`src/rtl/qsau_pkg.sv`:
```
// Shared definitions for the block-streaming read address unit.
// Assumes byte addressing and power-of-two block and word sizes.
package qsau_pkg;
    typedef enum logic [1:0] {
        ST_IDLE  = 2'd0,
        ST_ISSUE = 2'd1,
        ST_WAIT  = 2'd2
    } qsau_state_e;
endpackage

```
`src/rtl/qsau_ctrl.sv`:
```
// Handshake sequencer. It accepts one request, issues one memory read, waits
// for the data and returns it as a one-cycle response. Assumes memory returns
// data only after it has accepted the address, and load_i only while idle.
module qsau_ctrl
    import qsau_pkg::*;
#(
    parameter int ADDR_W = 32,
    parameter int DATA_W = 64
) (
    input  logic              clk,
    input  logic              rst_n,
    input  logic              load_i,
    input  logic              req_valid_i,
    input  logic [ADDR_W-1:0] req_addr_i,
    output logic              req_ready_o,
    output logic              mem_req_valid_o,
    input  logic              mem_req_ready_i,
    input  logic              mem_data_valid_i,
    input  logic [DATA_W-1:0] mem_data_i,
    output logic              beat_done_o,
    output logic [ADDR_W-1:0] beat_addr_o,
    output logic              rsp_valid_o,
    output logic [DATA_W-1:0] rsp_data_o
);
    qsau_state_e state_q;

    assign req_ready_o     = (state_q == ST_IDLE);
    assign mem_req_valid_o = (state_q == ST_ISSUE);
    assign beat_done_o     = (state_q == ST_WAIT) && mem_data_valid_i;

    // Sequence idle -> issue -> wait -> idle.
    always_ff @(posedge clk) begin
        if (!rst_n || load_i) begin
            state_q <= ST_IDLE;
        end else begin
            case (state_q)
                ST_IDLE:  if (req_valid_i)      state_q <= ST_ISSUE;
                ST_ISSUE: if (mem_req_ready_i)  state_q <= ST_WAIT;
                ST_WAIT:  if (mem_data_valid_i) state_q <= ST_IDLE;
                default:                        state_q <= ST_IDLE;
            endcase
        end
    end

    // Hold the accepted request address for mixing at completion.
    always_ff @(posedge clk) begin
        if (!rst_n) begin
            beat_addr_o <= '0;
        end else if (req_ready_o && req_valid_i && !load_i) begin
            beat_addr_o <= req_addr_i;
        end
    end

    // Register the returned quadword as a one-cycle response.
    always_ff @(posedge clk) begin
        if (!rst_n) begin
            rsp_valid_o <= 1'b0;
            rsp_data_o  <= '0;
        end else begin
            rsp_valid_o <= beat_done_o && !load_i;
            if (beat_done_o) rsp_data_o <= mem_data_i;
        end
    end
endmodule

```
`src/rtl/qsau_ptr.sv`:
```
// Read pointer. It steps through a block one word at a time and, after the
// last word, jumps to the next-block address. Assumes the next-block value is
// block aligned.
module qsau_ptr #(
    parameter int ADDR_W      = 32,
    parameter int BLOCK_BYTES = 256,
    parameter int WORD_BYTES  = 8
) (
    input  logic              clk,
    input  logic              rst_n,
    input  logic              load_i,
    input  logic [ADDR_W-1:0] load_addr_i,
    input  logic              beat_done_i,
    input  logic [ADDR_W-1:0] next_blk_i,
    output logic [ADDR_W-1:0] ptr_o
);
    localparam int OFS_W = $clog2(BLOCK_BYTES);
    localparam logic [OFS_W-1:0] LAST_OFS = OFS_W'(BLOCK_BYTES - WORD_BYTES);

    logic at_last;
    assign at_last = (ptr_o[OFS_W-1:0] == LAST_OFS);

    // Load, step by one word, or jump at the end of a block.
    always_ff @(posedge clk) begin
        if (!rst_n) begin
            ptr_o <= '0;
        end else if (load_i) begin
            ptr_o <= {load_addr_i[ADDR_W-1:OFS_W], {OFS_W{1'b0}}};
        end else if (beat_done_i) begin
            ptr_o <= at_last ? next_blk_i : ptr_o + ADDR_W'(WORD_BYTES);
        end
    end
endmodule

```
`src/rtl/qsau_mix.sv`:
```
// Mixing register and next-block register. Every completed read folds the
// request address into the mixing register. At the trigger offset, the mixed
// value is frozen as the next block and announced by a prefetch strobe.
module qsau_mix #(
    parameter int ADDR_W      = 32,
    parameter int BLOCK_BYTES = 256,
    parameter int WORD_BYTES  = 8,
    parameter int LEAD_WORDS  = 8
) (
    input  logic              clk,
    input  logic              rst_n,
    input  logic              load_i,
    input  logic              beat_done_i,
    input  logic [ADDR_W-1:0] beat_addr_i,
    input  logic [ADDR_W-1:0] ptr_i,
    output logic [ADDR_W-1:0] next_blk_o,
    output logic              pf_valid_o
);
    localparam int OFS_W = $clog2(BLOCK_BYTES);
    localparam logic [OFS_W-1:0] TRIG_OFS =
        OFS_W'(BLOCK_BYTES - LEAD_WORDS * WORD_BYTES);

    logic [ADDR_W-1:0] mix_q;
    logic [ADDR_W-1:0] mix_next;
    logic              trig;

    assign mix_next = mix_q ^ beat_addr_i;
    assign trig     = beat_done_i && (ptr_i[OFS_W-1:0] == TRIG_OFS);

    // Accumulate request addresses into the mixing register.
    always_ff @(posedge clk) begin
        if (!rst_n || load_i) mix_q <= '0;
        else if (beat_done_i) mix_q <= mix_next;
    end

    // Freeze the next block at the trigger and pulse the prefetch strobe.
    always_ff @(posedge clk) begin
        if (!rst_n || load_i) begin
            next_blk_o <= '0;
            pf_valid_o <= 1'b0;
        end else begin
            pf_valid_o <= trig;
            if (trig) next_blk_o <= {mix_next[ADDR_W-1:OFS_W], {OFS_W{1'b0}}};
        end
    end
endmodule

```
`src/rtl/qsau_top.sv`:
```
// Block-streaming read address unit. It turns random read requests into
// sequential block walks with pseudo-random jumps between blocks. Assumes one
// read in flight and a load only while idle.
module qsau_top #(
    parameter int ADDR_W      = 32,
    parameter int DATA_W      = 64,
    parameter int BLOCK_BYTES = 256,
    parameter int WORD_BYTES  = 8,
    parameter int LEAD_WORDS  = 8
) (
    input  logic              clk,
    input  logic              rst_n,
    input  logic              load_i,
    input  logic [ADDR_W-1:0] load_addr_i,
    input  logic              req_valid_i,
    input  logic [ADDR_W-1:0] req_addr_i,
    output logic              req_ready_o,
    output logic              mem_req_valid_o,
    output logic [ADDR_W-1:0] mem_rd_addr_o,
    input  logic              mem_req_ready_i,
    input  logic              mem_data_valid_i,
    input  logic [DATA_W-1:0] mem_data_i,
    output logic              rsp_valid_o,
    output logic [DATA_W-1:0] rsp_data_o,
    output logic              pf_valid_o,
    output logic [ADDR_W-1:0] pf_addr_o
);
    logic              beat_done;
    logic [ADDR_W-1:0] beat_addr;
    logic [ADDR_W-1:0] ptr;
    logic [ADDR_W-1:0] next_blk;

    qsau_ctrl #(.ADDR_W(ADDR_W), .DATA_W(DATA_W)) u_ctrl (
        .clk(clk), .rst_n(rst_n), .load_i(load_i),
        .req_valid_i(req_valid_i), .req_addr_i(req_addr_i),
        .req_ready_o(req_ready_o), .mem_req_valid_o(mem_req_valid_o),
        .mem_req_ready_i(mem_req_ready_i), .mem_data_valid_i(mem_data_valid_i),
        .mem_data_i(mem_data_i), .beat_done_o(beat_done),
        .beat_addr_o(beat_addr), .rsp_valid_o(rsp_valid_o),
        .rsp_data_o(rsp_data_o)
    );

    qsau_ptr #(.ADDR_W(ADDR_W), .BLOCK_BYTES(BLOCK_BYTES),
               .WORD_BYTES(WORD_BYTES)) u_ptr (
        .clk(clk), .rst_n(rst_n), .load_i(load_i), .load_addr_i(load_addr_i),
        .beat_done_i(beat_done), .next_blk_i(next_blk), .ptr_o(ptr)
    );

    qsau_mix #(.ADDR_W(ADDR_W), .BLOCK_BYTES(BLOCK_BYTES),
               .WORD_BYTES(WORD_BYTES), .LEAD_WORDS(LEAD_WORDS)) u_mix (
        .clk(clk), .rst_n(rst_n), .load_i(load_i), .beat_done_i(beat_done),
        .beat_addr_i(beat_addr), .ptr_i(ptr), .next_blk_o(next_blk),
        .pf_valid_o(pf_valid_o)
    );

    assign mem_rd_addr_o = ptr;
    assign pf_addr_o     = next_blk;
endmodule

```
`config.mk`:
```
export PLATFORM = sky130hd
export DESIGN_NAME = qsau_top
export DESIGN_NICKNAME = d
export VERILOG_FILES = /design/src/rtl/qsau_pkg.sv /design/src/rtl/qsau_ctrl.sv /design/src/rtl/qsau_ptr.sv /design/src/rtl/qsau_mix.sv /design/src/rtl/qsau_top.sv
export SDC_FILE = /design/constraint.sdc
export NUM_CORES = 1
export LEC_CHECK = 0
export BUFFER_PORTS_ARGS = -buffer_cell sky130_fd_sc_hd__buf_2
export CAP_MARGIN = 20
export CORE_MARGIN = 2
export CORE_UTILIZATION = 40
export CTS_BUF_LIST = sky130_fd_sc_hd__clkbuf_4 sky130_fd_sc_hd__clkbuf_8
export CTS_CLUSTER_SIZE = 28
export DETAILED_ROUTE_END_ITERATION = 10
export GPL_TIMING_DRIVEN = 1
export PLACE_DENSITY_LB_ADDON = 0.1
export SLEW_MARGIN = 20
export SYNTH_ARGS = -nofsm -noshare
export SYNTH_HDL_FRONTEND = slang
export SYNTH_SLANG_ARGS = --single-unit
```
`constraint.sdc`:
```
create_clock -name clk -period 2.5 [get_ports clk]
set_input_delay 0.25 -clock clk [delete_from_list [all_inputs] [get_ports clk]]
set_output_delay 0.25 -clock clk [all_outputs]
set_load 0.1 [all_outputs]
```
; After elaboration in Yosys (flattened, before gate mapping)
; Index checks and enable logic that the tools add are counted.
[word_totals]
reg_bits = 188
latch_bits = 0
mem_bits_rw = 0
rom_bits = 0
out_inout_bits = 132
n_memories = 0
[op_classes]
add_sub_neg = 1
n_mul = 0
n_div = 0
order_cmp = 0
eq_ne = 7
shifts = 0
muxes = 7
bitwise_logic = 2
reduce_logical = 12
[op_table]
columns = op, n
row1 = $mux W32, 3
row2 = $add A32 B4 Y32 const B, 1
row3 = $xor A32 B32 Y32, 1
row4 = $eq A8 B8 Y1 const B, 2
row5 = $mux W2, 3
row6 = $pmux W2 S3, 1
row7 = $logic_and A1 B1 Y1, 5
row8 = $ne A2 B2 Y1 const B, 2
row9 = $reduce_and A3 Y1, 1
row10 = $eq A2 B1 Y1 const B, 1
row11 = $eq A2 B2 Y1 const B, 1
row12 = $logic_not A1 Y1, 2
row13 = $logic_not A2 Y1, 1
row14 = $ne A2 B1 Y1 const B, 1
row15 = $reduce_bool A2 Y1, 1
row16 = $reduce_or A2 Y1, 1
row17 = $logic_or A1 B1 Y1, 1
row18 = $not A1 Y1, 1

; Depth between registers and ports, before layout
; Gate-level depths: netlist (run 1).
[logic_depth]
ltp_word = 4
ltp_mapped = 7
mapped_depth_nobuf = 6

; Modules after synthesis
; From an unflattened synthesis (run 1), not the netlist that was laid out.
[unflattened]
hier_cells = 944
area_unflattened_um2 = 8348.0
[by_module_without_submodules]
columns = mod, instances, cells_per_inst, area_per_inst_um2, seq_area_each_um2
row1 = qsau_ctrl, 1, 432, 3987.6, 1981.9
row2 = qsau_mix, 1, 255, 2334.7, 980.9
row3 = qsau_ptr, 1, 257, 2025.7, 640.6

; Worst setup path before layout (run 1)
; No wires, ideal clock.
[synth_timing]
path_kind = reg2reg
startpoint = register u_ctrl.state_q[1]
endpoint = register u_ctrl.beat_addr_o[11]
t_arrival_ns = 2.622
t_required_ns = 2.430
setup_slack_ns = -0.192
stages_incl_launch_ff = 7
cell_sequence = dfxtp_1 > nor2_1 > nand2_1 > nor2_1 > clkbuf_1 > nand2_1 > a21oi_1
[synth_via]
elab_chain_cells = 3
[synth_lines]
columns = element, line_no
row1 = start: declaration, qsau_ctrl.sv:25  ; qsau_state_e state_q;
row2 = start signal: assignment, qsau_ctrl.sv:34  ; state_q <= ST_IDLE;
row3 = start signal: assignment, qsau_ctrl.sv:37  ; ST_IDLE: if (req_valid_i) state_q <= ST_ISSUE;
row4 = start signal: assignment, qsau_ctrl.sv:38  ; ST_ISSUE: if (mem_req_ready_i) state_q <= ST_WAIT;
row5 = $logic_not A2 Y1, qsau_ctrl.sv:27  ; assign req_ready_o = (state_q == ST_IDLE);
row6 = net req_ready_o, qsau_top.sv:17  ; output logic req_ready_o,
row7 = $logic_and A1 B1 Y1 (2 in series), qsau_ctrl.sv:49  ; end else if (req_ready_o && req_valid_i && !load_i) begin
row8 = end signal: assignment, qsau_ctrl.sv:50  ; beat_addr_o <= req_addr_i;
row9 = end: declaration, qsau_ctrl.sv:21  ; output logic [ADDR_W-1:0] beat_addr_o,
; The timed path passes the listed nets, and every way through them passes these cells.
; A chain may end at the register's enable or synchronous reset.

; Worst setup path in the final report (run 1)
[layout_timing]
startpoint = register u_ptr.ptr_o[3]
endpoint = register u_ptr.ptr_o[19]
[layout_via]
elab_chain_cells = 4
word_cells_on_any_way = 5
cone_classes = add/sub: 1 / eq/ne: 1 / mux: 3
[layout_lines]
columns = element, line_no
row1 = start: declaration, qsau_ptr.sv:15  ; output logic [ADDR_W-1:0] ptr_o
row2 = start signal: assignment, qsau_ptr.sv:28  ; ptr_o <= {load_addr_i[ADDR_W-1:OFS_W], {OFS_W{1'b0}}};
row3 = start signal: assignment, qsau_ptr.sv:30  ; ptr_o <= at_last ? next_blk_i : ptr_o + ADDR_W'(WORD_BYTES);
row4 = $add A32 B4 Y32 or $eq A8 B8 Y1 (tied branches), "qsau_ptr.sv:30, qsau_ptr.sv:21"
row5 = $mux W32 (*), qsau_ptr.sv:30
row6 = $mux W32 (*), qsau_ptr.sv:29  ; end else if (beat_done_i) begin
row7 = $mux W32 (*), qsau_ptr.sv:27  ; end else if (load_i) begin
; Mark *: on every way between the ends. The rest lies on a longest branch, timed or not. The select of a mux whose other input is x is not followed.

==> impl_metrics.yaml, run 1 <==
sta:
  setup_ws_ps: 438
  rsz0062_at_grt: "no"
  slew_headroom: 0.523
  max_freq_mhz: 485
  timing.hold.ws_ps: 28.7
  finalCritPeriodShare: 0.825
  finalHoldViolCount: 0
  layout_min_cycle_time_ps: 2060
  tightestPinTransition_ps: 710
  setup_violations: 0
  slew_violations: 0
  clock_skew_ps: 13.1
  tns_ps: 0
grt:
  grt_pass1_wl_mm: 33.6
  grt_pass1_vias: 6270
  gr-total-overflow: 0
  antenna_found_initial: 2
  globalRouteTotalUtil: 0.217
  grt_start_max_net_pins: 91
synth:
  synth_seq_cells: 172
  synth_edf_count: 0
  synth_cells: 898
  synth_top_area_share: 0.477
  synth.area.top_cells: "dfxtp_1 (48%), nand2_1 (12%), a21oi_1 (7.6%), xnor2_1 (4.6%), nor2_1 (3.5%)"
  synthFlopType: "dfxtp_1"
  yosysSeqAreaShare: 0.477
  async_reset_ff_frac: 0
  ys_types: 55
  syn_area_um2: 7220
  synth_top_area_cell: "dfxtp_1"
  yosys_warnings: 0
  post_synth.cell_area_avg_um2: 8.04
detailed_routing:
  route.detailed.drc: 0
  wl_mm: 21.3
  vias: 6902
  drtPass1Iterations: 4
  final_antenna_net_count: 0
  drt_iter0_drc: 477
  viasPerCell: 4.87
  wire_per_inst_um: 15.0
pwr:
  p_leak_nw: 3.89
  power_density_nw_per_um2: 569
  power_mw: 5.48
  ir_drop_mv: 0.332
min_path:
  hold_path.class: "in -> reg"
layout:
  layout-drive-gt1-share: 0.263
  fillers: 1773
  final_util: 0.539
  synthToLayoutAreaGrowth_pct: 33.2
  stdcell_count: 1417
  nets: 1308
  final_area_um2: 9620
die:
  die_x_um: 138
  start_util: 0.405
  rows: 49
  die_h_um: 138
  dieArea_um2: 19100
  core_area_um2: 17800
  io_pins: 266
clocking:
  clockBufferDepth: 2
  clock_latency_ps: 460
  htree_levels: 4
  numCtsBuffers: 17
  clock-sinks: 172
  cts.clk_slew.worst_paths_ps: 90
  clock-root-buffer: "clkbuf_8"
  post-cts-setup-buffers: 0
  cts_tree: "done"
critical_path:
  slowest_delay_ps: 430
  worst-endpoint-arrival_ps: 2410
  crit_path_cell_trace: "ha_1, and4_1, nand3_1, nor4b_1, xnor2_1, o21ai_2"
  crit_fanout: 5
  crit_type: "reg -> reg"
  critPathLaunchType: "flop"
  cp_slowest_cell: "dfxtp_1"
  worstSetupEndpointType: "flop"
  crit_required_ps: 2850
place:
  gp_congestion: 0.818
  place_area_um2: 8620
  port_buffers: 241
  place_ws_ps: 481
  placed_cells: 1323
  hpwl_mm: 14.3
run_status:
  status: "completed"
job:
  drv_cap: 0
## flip-flops by register name, summed over array words and instances (netlist names)
signal and flops:
u_ctrl.beat_addr_o 24, u_ctrl.state_q 2, u_ctrl.rsp_valid_o 1, u_mix.next_blk_o 24, u_ptr.ptr_o 32, u_mix.mix_q 24, u_ctrl.rsp_data_o 64, u_mix.pf_valid_o 1
## layout by cell type (no fill, tap or decap), types with 3 or more instances in the layout
| cell type | n |
|---|---|
| buf_4 | 9 |
| a221oi_1 | 4 |
| o21ai_1 | 6 |
| or3_1 | 3 |
| nand4_1 | 6 |
| nor4_1 | 4 |
| a21oi_1 | 109 |
| clkbuf_8 | 18 |
| nand3_1 | 11 |
| clkinvlp_4 | 3 |
| nor2_1 | 67 |
| dfxtp_1 | 170 |
| dlygate4sd3_1 | 60 |
| and4_1 | 5 |
| conb_1 | 8 |
| o31ai_1 | 3 |
| and2_1 | 6 |
| xnor2_1 | 38 |
| a211oi_1 | 24 |
| o21ai_2 | 9 |
| xor2_1 | 29 |
| buf_2 | 241 |
| and3_1 | 9 |
| nand2_1 | 239 |
| o21a_1 | 3 |
| a22oi_1 | 11 |
| nor3_1 | 9 |
| inv_1 | 6 |
| buf_12 | 4 |
| inv_6 | 5 |
| o21ai_0 | 28 |
## final cells by class
cell class	instances	area (um^2)	area share
multi-input cells	661	3510	0.364
clock buffers	20	263	0.0273
well taps	229	287	0.0298
diodes	2	5.00	0.000520
clock inverters	12	136	0.0142
repair buffers	314	1950	0.203
inverters	7	26.3	0.00273
flip-flops and latches	172	3450	0.358
## routing by layer
layer  vias to the layer above  global-route usage  wire length, um
li1                       3545                   -                -
met2                       185               0.347             9860
met3                        24              0.0523             1060
met4                         0              0.0666              340
met1                      3148               0.293            10000
met5                         -                   0                0
## what timing repair did
| action | CTS | global route |
|---|---|---|
| hold buffers | 59 | 1 |
| hold endpoints to repair | 59 | 1 |
| resized for setup | 0 | 0 |
## critical path, delay by kind of cell (launching register included)
kind / cells / cell delay [ps]
AOI/OAI and AO/OA: 1 / 60
xor gates and xnor gates: 1 / 190
adders and majority gates: 1 / 260
DFF: 1 / 430
and+or+nand+nor: 3 / 1020
## synth_stat cells, drive strengths merged, types with 2 or more instances
master,instances
nor2,68
nand2,241
nand3,12
or3,4
o31ai,3
xor2,29
xnor2,38
and3,9
inv,7
a21oi,109
nand4,7
a21o,2
o21a,3
a211oi,24
nor4,5
o21ai,43
dfxtp,172
a221oi,4
buf,19
clkbuf,46
and2,7
a22oi,11
and4,5
nor3,12
## final timing paths
kind / start / to / slack [ps] / cells after the start
max reg2reg: u_ptr.ptr_o[3] / u_ptr.ptr_o[19] / 440 / 6
min: mem_data_i[32] / u_ctrl.rsp_data_o[32] / 30 / 3
max: u_ptr.ptr_o[3] / u_ptr.ptr_o[19] / 440 / 6
min reg2reg: u_ctrl.rsp_data_o[44] / u_ctrl.rsp_data_o[44] / 450 / 2
## power breakdown
part           internal [mW]  total, mW  switching (mW)
clock                  0.949       2.00            1.05
sequential              2.78       2.83          0.0504
combinational          0.220      0.651           0.431
## cells by family (layout without fill, tap and decap cells)
family	count (synthesis)	count (layout)	synth area share
AND/OR/NAND/NOR	378	378	0.227
XOR/XNOR	67	67	0.0812
AO/OA/AOI/OAI	206	206	0.167
multiplexers	1	1	0.00156
other	1	10	0.000519
buffers and inverters	72	353	0.0437
adder cells (fa/ha/maj)	1	1	0.00173
flip-flops	172	172	0.477
(Power assumes the default switching activity.)
==> run 2: changes to the inputs <==
ABC_AREA = 1   (was unset)
clock period = 2.1 ns   (was 2.5 ns; I/O delays follow)
==> run 2 against run 1 <==
Against the previous run:
- worst setup slack got worse by 130 ps
- count of clock-buffer cells in the layout down 1
- via count increased by 10%
- register-to-register slack worse by 130 ps
- largest cell class unchanged
- highest routed layer unchanged
==> impl_metrics.yaml, run 2 <==
layout:
  final_cell_mix: "nand2_1 (251), buf_2 (241), dfxtp_1 (167), nor2_1 (156), a21oi_1 (115)"
  final_common_cell: "nand2_1"
  nets: 1491
  synthToLayoutAreaGrowth_pct: 30.5
  reg.largest.list: "u_ctrl.rsp_data_o: 64 flops, u_ptr.ptr_o: 32 flops"
  largest_reg_flops: 64
  fillers: 1912
  layout-drive-gt1-share: 0.222
  largest_register: "u_ctrl.rsp_data_o"
  final_util: 0.529
  diodes: 0
pwr:
  p_leak_nw: 4.69
  power_density_nw_per_um2: 640
  ir_drop_mv: 0.366
critical_path:
  critPathLaunchType: "flop"
  crit_fanout: 8
  setup.worst_path.start: "u_ptr.ptr_o[3]"
  r2r-end: "u_ptr.ptr_o[29]"
  timing.rr.start: "u_ptr.ptr_o[3]"
  worstSetupEndpointType: "flop"
  crit_required_ps: 2420
  reg2reg_depth: 10
  worst-endpoint-arrival_ps: 2120
  crit_path_cell_trace: "ha_1, inv_1, nor2_1, nand2_1, nor2_1, nand2_1, nand2_1, nand3_1, nand2_1, a21oi_1"
  cp_slowest_cell: "dfxtp_2"
  slowest_delay_ps: 470
  rrSetupSlack_ps: 300
  timing.critical_path.mode_cell: "nand2_1"
  crit_type: "reg -> reg"
synth:
  yosysSeqAreaShare: 0.456
  post_synth.cell_area_avg_um2: 7.00
  ys_types: 34
  synth_cells: 1080
  synth_seq_cells: 172
  synth_compound_area_frac: 0.164
  synth_edf_count: 0
  synthFlopType: "dfxtp_1"
  syn_area_um2: 7560
  synth_top_family_by_area: "simple AND/OR/NAND/NOR gates"
  muxShareOfSynthArea: 0
  ys_top_cells_by_count: "nand2_1 (251), dfxtp_1 (172), nor2_1 (158)"
  synth_top_area_cell: "dfxtp_1"
  synth_adder_area_share: 0.00166
  yosysMostFrequentCell: "nand2_1"
  synth_xor_area_frac: 0.0359
  synth-simple-area-share: 0.250
  synth.area.top_cells: "dfxtp_1 (46%), nand2_1 (12%), nor2_1 (7.8%), a21oi_1 (7.6%), o21ai_0 (7.0%)"
  yosys_warnings: 0
  synth_top_area_share: 0.456
  async_reset_ff_frac: 0
min_path:
  holdPathEnd: "u_ctrl.rsp_data_o[51]"
  hold_path.class: "in -> reg"
  hold_depth: 3
  holdCritStartpoint: "mem_data_i[51]"
die:
  io_pins: 266
  rows: 50
  die_x_um: 141
  dieArea_um2: 20000
  core_area_um2: 18600
  start_util: 0.405
  die_h_um: 141
place:
  port_buffers: 241
  place_ws_ps: 288
  hpwl_mm: 15.5
  gp_congestion: 0.873
detailed_routing:
  wire_per_inst_um: 14.1
  drt_iter0_drc: 355
  drtPass1Iterations: 5
  viasPerCell: 4.75
  vias: 7602
  route.detailed.drc: 0
  wl_mm: 22.5
  final_antenna_net_count: 0
clocking:
  clockBufferDepth: 2
  post-cts-setup-buffers: 0
  cts_tree: "done"
  numCtsBuffers: 17
  clock-root-buffer: "clkbuf_8"
  ctsHoldBuffers: 61
  cts.clk_slew.worst_paths_ps: 100
  htree_levels: 4
  clock_latency_ps: 440
  clock-sinks: 172
  cts_resized: 0
sta:
  finalCritPeriodShare: 0.856
  layout_min_cycle_time_ps: 1800
  tns_ps: 0
  rsz0062_at_grt: "no"
  finalHoldViolCount: 0
  setup_ws_ps: 303
  max_freq_mhz: 557
  clock_skew_ps: 17.8
  slew_headroom: 0.567
  setup_violations: 0
  slew_violations: 0
  tightestPinTransition_ps: 650
grt:
  antenna_found_initial: 0
  globalRouteTotalUtil: 0.220
  grt_start_max_net_pins: 89
  grt_pass1_wl_mm: 35.5
  gr-total-overflow: 0
  grt_pass1_vias: 7093
job:
  drv_cap: 0
run_status:
  status: "completed"
[run 2: critical path: cells and delay by family (launching register included)]
kind | cells | cell delay, ps
buf+inv | 1 | 60
fa+ha+maj | 1 | 210
simple gates | 7 | 900
flops | 1 | 470
compound gates | 1 | 50
[run 2: kinds of logic after synthesis]
| kind of cell | Yosys count |
|---|---|
| other cells | 1 |
| simple gates | 465 |
| fa+ha+maj | 1 |
| compound gates | 244 |
| buf+inv | 166 |
| flops | 172 |
| xor+xnor | 31 |
[run 2: worst max path at each step]
stage / endpoint / depth (start not counted)
floorplan: u_ptr.ptr_o[31] / 9
global placement: u_ptr.ptr_o[29] / 10
detailed placement: u_ptr.ptr_o[29] / 10
CTS: u_ptr.ptr_o[29] / 10
global route: u_ptr.ptr_o[21] / 10
finish: u_ptr.ptr_o[29] / 10
[run 2: layout make-up]
cell class                      instances  area [um^2]  area share
Sequential cell                       172         3450       0.350
Tap cell                              234          293      0.0297
Inverter                              101          379      0.0385
Clock inverter                         11         88.8     0.00901
Timing Repair Buffer                  315         1930       0.195
Multi-Input combinational cell        749         3460       0.351
Clock buffer                           19          262      0.0265
[run 2: layer usage]
| layer | part of all wire | track usage |
|---|---|---|
| met4 | 0.021 | 0.0647 |
| met1 | 0.47 | 0.301 |
| met2 | 0.46 | 0.357 |
| met3 | 0.044 | 0.0385 |
| met5 | 0 | 0 |
[run 2: report_power, final]
| part | switching (mW) | internal, mW | total [mW] |
|---|---|---|---|
| Combinational | 0.556 | 0.262 | 0.818 |
| Clock | 1.22 | 0.886 | 2.11 |
| Sequential | 0.0654 | 3.33 | 3.39 |
[run 2: metrics by stage]
step | instances | instance area, um^2 | hold WS, ps | total power [mW]
floorplan | 1087 | 7590 | 348 | 3.98
global placement | 1510 | 8900 | 436 | 4.19
detailed placement | 1510 | 8900 | 443 | 4.19
CTS | 1601 | 9860 | 0.808 | 6.41
global route | 1601 | 9860 | 4.17 | 6.62
finish | 1601 | 9860 | 23.1 | 6.31
